===== src/rtl/rcg_pkg.sv =====
package rcg_pkg;
    localparam int REG_W       = 16;
    localparam int DIV_W       = 2;
    localparam int SYNC_STAGES = 2;
    localparam int CAUSE_W     = 4;

    localparam int POS_LV      = 0;
    localparam int POS_CM      = 1;
    localparam int POS_PR      = 2;
    localparam int POS_EXT     = 3;
    localparam int POS_ARM     = 7;
    localparam int POS_SRC     = 8;
    localparam int POS_DIV_LO  = 9;
    localparam int POS_DIV_HI  = POS_DIV_LO + DIV_W - 1;

    // packed so that bit index equals register bit position
    typedef struct packed {
        logic ext;
        logic pr;
        logic cm;
        logic lv;
    } cause_t;

    typedef struct packed {
        logic por;
        logic lvd;
        logic cmf;
        logic pin;
    } req_t;

    function automatic logic any_req(req_t r);
        return r.por | r.lvd | r.cmf | r.pin;
    endfunction

    function automatic logic heavy_req(req_t r);
        return r.por | r.lvd | r.cmf;
    endfunction

    // flags seen by the host: the two weak flags are hidden under a strong one
    function automatic cause_t visible(cause_t c);
        cause_t v;
        v = c;
        if (c.lv || c.pr) begin
            v.cm  = 1'b0;
            v.ext = 1'b0;
        end
        return v;
    endfunction
endpackage


===== src/rtl/rcg_sync.sv =====
module rcg_sync #(
    parameter int STAGES = rcg_pkg::SYNC_STAGES
) (
    input  logic clk,
    input  logic raw_i,
    input  logic por_i,
    output logic rst_o
);
    logic [STAGES-1:0] chain;

    always_ff @(posedge clk or posedge raw_i) begin
        if (raw_i) chain <= '1;
        else       chain <= {chain[STAGES-2:0], 1'b0};
    end

    assign rst_o = chain[STAGES-1];

    // a present request is always seen as reset
    a_r1_req_holds_rst: assert property (@(posedge clk) raw_i |-> rst_o);

    // release only after the request set was quiet on the prior edge
    a_r2_quiet_before_release: assert property (@(posedge clk) disable iff (por_i)
        $fell(rst_o) |-> !$past(raw_i));
endmodule


===== src/rtl/rcg_cause.sv =====
module rcg_cause
    import rcg_pkg::*;
(
    input  logic               clk,
    input  req_t               req_i,
    input  logic               wr_en,
    input  logic [CAUSE_W-1:0] clr_i,
    input  logic [DIV_W-1:0]   div_sel_i,
    output cause_t             flags_o,
    output logic [DIV_W-1:0]   div_o
);
    cause_t flags_q, flags_d;
    logic [DIV_W-1:0] div_q;

    always_comb begin
        flags_d = flags_q & ~(wr_en ? cause_t'(clr_i) : cause_t'('0));
        if (req_i.por) begin
            flags_d    = '0;
            flags_d.pr = 1'b1;
        end else if (req_i.lvd) begin
            flags_d.lv  = 1'b1;
            flags_d.cm  = 1'b0;
            flags_d.ext = 1'b0;
        end else if (req_i.cmf) begin
            flags_d.cm = 1'b1;
        end else if (req_i.pin) begin
            flags_d.ext = 1'b1;
        end
    end

    // no reset term: these flops carry the cause across a pin reset
    always_ff @(posedge clk) begin
        flags_q <= flags_d;
        if (heavy_req(req_i)) div_q <= div_sel_i;
    end

    assign flags_o = flags_q;
    assign div_o   = div_q;

    // power-on leaves only its own flag
    a_r4_por_alone: assert property (@(posedge clk) disable iff (1'b0)
        req_i.por |=> (flags_q == 4'b0100));

    // low-voltage sets its flag and drops the weaker two
    a_r4_lv_drops_weak: assert property (@(posedge clk) disable iff (req_i.por)
        req_i.lvd |=> (flags_q.lv && !flags_q.cm && !flags_q.ext));

    // a write of zeros with no request keeps every flag
    a_r5_zero_write: assert property (@(posedge clk) disable iff (req_i.por)
        (wr_en && clr_i == '0 && !any_req(req_i)) |=> $stable(flags_q));

    // a pin-only reset leaves the divider code alone
    a_r7_pin_keeps_div: assert property (@(posedge clk) disable iff (req_i.por)
        (req_i.pin && !heavy_req(req_i)) |=> $stable(div_q));
endmodule


===== src/rtl/rcg_ctrl.sv =====
module rcg_ctrl (
    input  logic clk,
    input  logic sys_rst,
    input  logic por_i,
    input  logic wr_en,
    input  logic src_wr,
    input  logic arm_wr,
    output logic clk_src_o,
    output logic cm_en_o
);
    always_ff @(posedge clk) begin
        if (sys_rst) begin
            clk_src_o <= 1'b0;
            cm_en_o   <= 1'b0;
        end else if (wr_en) begin
            clk_src_o <= src_wr;
            if (arm_wr) cm_en_o <= 1'b1;
        end
    end

    // reset always disarms the clock monitor
    a_r9_rst_disarms: assert property (@(posedge clk) disable iff (por_i)
        sys_rst |=> !cm_en_o);

    // reset returns the host clock to the main input
    a_r8_rst_main_clk: assert property (@(posedge clk) disable iff (por_i)
        sys_rst |=> !clk_src_o);
endmodule


===== src/rtl/rst_cause_gen.sv =====
module rst_cause_gen
    import rcg_pkg::*;
(
    input  logic              clk,
    input  logic              por_i,
    input  logic              lvd_i,
    input  logic              cmf_i,
    input  logic              ext_rst_n,
    input  logic [DIV_W-1:0]  div_sel_i,
    input  logic              wr_en,
    input  logic [REG_W-1:0]  wr_data,
    output logic [REG_W-1:0]  rd_data,
    output logic              sys_rst_o,
    output logic              clk_src_o,
    output logic              cm_en_o
);
    req_t             req;
    cause_t           flags;
    cause_t           shown;
    logic [DIV_W-1:0] div_code;
    logic             unused_wr_bits;

    assign req.por = por_i;
    assign req.lvd = lvd_i;
    assign req.cmf = cmf_i;
    assign req.pin = ~ext_rst_n;

    assign unused_wr_bits = ^{wr_data[REG_W-1:POS_DIV_LO], wr_data[POS_ARM-1:CAUSE_W]};

    rcg_sync #(.STAGES(SYNC_STAGES)) u_sync (
        .clk   (clk),
        .raw_i (any_req(req)),
        .por_i (por_i),
        .rst_o (sys_rst_o)
    );

    rcg_cause u_cause (
        .clk       (clk),
        .req_i     (req),
        .wr_en     (wr_en),
        .clr_i     (wr_data[CAUSE_W-1:0]),
        .div_sel_i (div_sel_i),
        .flags_o   (flags),
        .div_o     (div_code)
    );

    rcg_ctrl u_ctrl (
        .clk       (clk),
        .sys_rst   (sys_rst_o),
        .por_i     (por_i),
        .wr_en     (wr_en),
        .src_wr    (wr_data[POS_SRC]),
        .arm_wr    (wr_data[POS_ARM]),
        .clk_src_o (clk_src_o),
        .cm_en_o   (cm_en_o)
    );

    assign shown = visible(flags);

    always_comb begin
        rd_data                         = '0;
        rd_data[CAUSE_W-1:0]            = shown;
        rd_data[POS_SRC]                = clk_src_o;
        rd_data[POS_DIV_HI:POS_DIV_LO]  = div_code;
    end

    // a strong flag on the port never shows a weak one beside it
    a_r6_weak_hidden: assert property (@(posedge clk) disable iff (por_i)
        (rd_data[POS_LV] || rd_data[POS_PR]) |-> (!rd_data[POS_CM] && !rd_data[POS_EXT]));

    // unused and write-only bits read zero
    a_r3_spare_zero: assert property (@(posedge clk) disable iff (por_i)
        (rd_data[POS_ARM:CAUSE_W] == '0) && (rd_data[REG_W-1:POS_DIV_HI+1] == '0));
endmodule


===== config.mk =====
export PLATFORM = sky130hd
export DESIGN_NAME = rst_cause_gen
export DESIGN_NICKNAME = d
export VERILOG_FILES = /design/src/rtl/rcg_pkg.sv /design/src/rtl/rcg_sync.sv /design/src/rtl/rcg_cause.sv /design/src/rtl/rcg_ctrl.sv /design/src/rtl/rst_cause_gen.sv
export SDC_FILE = /design/constraint.sdc
export NUM_CORES = 1
export LEC_CHECK = 0
export ABC_AREA = 1
export BUFFER_PORTS_ARGS = -buffer_cell sky130_fd_sc_hd__buf_2
export CAP_MARGIN = 30
export CORE_UTILIZATION = 34
export DETAILED_ROUTE_END_ITERATION = 10
export GPL_ROUTABILITY_DRIVEN = 0
export PLACE_DENSITY_LB_ADDON = 0.2
export SKIP_CTS_REPAIR_TIMING = 1
export SYNTH_ARGS = -nofsm -noshare
export SYNTH_HDL_FRONTEND = slang
export SYNTH_SLANG_ARGS = --single-unit

===== constraint.sdc =====
create_clock -name clk -period 1.1 [get_ports clk]
set_clock_uncertainty 0.2 [all_clocks]
set_input_delay 0.33 -clock clk [delete_from_list [all_inputs] [get_ports clk]]
set_output_delay 0.33 -clock clk [all_outputs]
set_load 0.02 [all_outputs]

==> metrics <==
largest net degree at the start of global routing=8; clk buf depth=2; synth warn=0; Final #Nets=104; Worst setup SP type=flip-flop; pwr dens=1210 nW/µm²; Logic pwr share=0.201; # port buffers=23; Achievable Freq=682 MHz; mux cell area share after synthesis=0; DRT Wirelength=809 µm; Leak=0.000344 µW; share of power burned in registers=0.512; fin crit period=1.47 ns; Post-Place Cell Area=594 µm²; # rows=12; die footprint=1510 µm²; failing checks=setup timing; setup violators final=10; final hold vios=0; antenna cells=0; unrepaired setup endpoints after global routing=yes; Max Used Layer=met3; Mapped Cells=50; Setup crit end kind=output pin; Worst Hold Class=primary input to flip-flop; die width=38.9 µm; WL met2=484 µm; worst hold slack=0.0473 ns; worst skew pair latency=0.25 ns; WL/cell=8.79 µm; initial core utilization=0.389; largest family of logic cells by synthesized area=buffers and inverters; synthesized cell area=462 µm²; Tcrit/Tclk final=1.33; crit path cell chain=nor3b_4 > buf_6; Critical Path RT=0.57 ns; worst setup path class=flip-flop to output pin; via density per instance=4.10; Final ANT Viol Nets=0; initial antenna violation count=0; internal power=601 µW; PnR worst setup slack=-0.367 ns; first-pass GRT wire length=1170 µm; clk sinks=10; CP arrival=0.94 ns; switching share of power=0.271; total global routing overflow=0; syn_area_per_cell=9.23 µm²; clock root buffer=clkbuf_4; metal3 WL=35 µm; DRT Pass-1 Iters=1; clock network power share=0.287; All-Layer GR Usage=0.128; status=finished with violations; Die Y=38.9 µm; num ports=43; core area=1190 µm²; metal1 wirelength=289 µm; XOR/XNOR Fraction of Synth Area=0; CP peak stage delay=0.35 ns; Num CTS Buffers=3; compound-gate portion of the synthesized area=0.0759; clk slew on worst S/H paths=0.06 ns; DRT iter0 DRCs=0; Seq/Total Area, Yosys=0.504; ratio of cells with drive above 1 in the final layout=0.551; number of remaining DRC errors=0; H-tree depth=1; via count=377; Seq cells post-synth=10; Final Max Tran Viols=0; simple-gate portion of the synthesized area=0.176; crit path max fanout=4; Peak VDD IR=0.000526 V; Worst path slowest cell=dfxtp_2; vias in the first global route=315; TritonCTS clock tree=built; design area=681 µm²; post-synth cell types=15; area share of fa/ha/maj cells after synthesis=0; area grow syn2layout=47.4%; max cap viols=0; NetSw=224 µW
## power by group through the flow
| stage | combinational (µW) | clock (µW) | sequential [µW] |
|---|---|---|---|
| CTS | 146 | 246 | 420 |
| global route | 182 | 272 | 425 |
| detailed placement | 146 | 0 | 428 |
| floorplan | 102 | 0 | 443 |
| finish | 166 | 237 | 423 |
| global placement | 143 | 0 | 426 |
## critical path: cells and delay by family (launching register included)
family | cells | cell delay, ns
buffers and inverters | 1 | 0.14
and+or+nand+nor | 1 | 0.19
DFF | 1 | 0.35
## state kept, by name, summed over array words and instances (netlist names)
register	cells
u_cause.div_o	2
u_cause.flags_o	4
u_ctrl.clk_src_o	1
u_ctrl.cm_en_o	1
u_sync.chain	2
## final timing paths
kind                                    end  depth (start not counted)                from  slack, ns
hold / removal             u_cause.div_o[0]                          1        div_sel_i[0]       0.05
setup reg to reg             u_ctrl.cm_en_o                          2     u_sync.chain[1]       0.10
max in group asynchronous   u_sync.chain[0]                          4           ext_rst_n       0.13
min in group asynchronous   u_sync.chain[1]                          5               cmf_i       0.21
hold reg to reg             u_sync.chain[1]                          0     u_sync.chain[0]       0.16
setup / recovery                 rd_data[1]                          2  u_cause.flags_o[2]      -0.37
## layer usage
| metal | vias up | GRT usage |
|---|---|---|
| li1 | 191 | - |
| met3 | 0 | 0.0520 |
| met1 | 167 | 0.102 |
| met5 | - | 0 |
| met4 | 0 | 0.129 |
| met2 | 19 | 0.225 |
## final cells by class
class	instances	area [µm²]
Tap cell	14	17.5
Multi-Input combinational cell	32	176
Timing Repair Buffer	28	205
Sequential cell	10	240
Clock buffer	3	22.5
Fill cell	122	505
Inverter	5	18.8
## cells in the final DEF, fill, tap and decap left out, drive strengths merged
master / n
inv: 5
dfxtp: 6
a21o: 1
conb: 10
buf: 27
dlygate4sd3: 1
nand3: 2
nor2: 3
edfxtp: 2
dfstp: 2
a21oi: 4
clkbuf: 3
nor3b: 2
nand2: 10
## cells by family after synthesis
| family | after synthesis |
|---|---|
| other | 1 |
| buffers and inverters | 17 |
| and+or+nand+nor | 17 |
| AOI/OAI and AO/OA | 5 |
| DFF | 10 |
## through the flow
stage	setup slack, ns	TNS, ns	std cells	util	power [µW]
floorplan	-0.0561	-0.121	59	-	545
global placement	-0.111	-0.449	88	0.501	569
CTS	-0.396	-2.70	91	0.520	812
detailed placement	-0.114	-0.458	88	0.501	573
global route	-0.426	-2.85	92	0.574	879
finish	-0.367	-2.39	92	0.574	825
## Yosys cell counts, drive strengths merged
cell    count  area share
buf        12        0.20
nand2      10       0.087
dfxtp       6        0.26
inv         5       0.041
a21oi       4       0.060
nor2        3       0.035
dfstp       2        0.11
edfxtp      2        0.13
nand3       2       0.022
nor3b       2       0.033
a21o        1       0.016
conb        1      0.0081
Note: power is estimated with default switching activity, not from simulation.
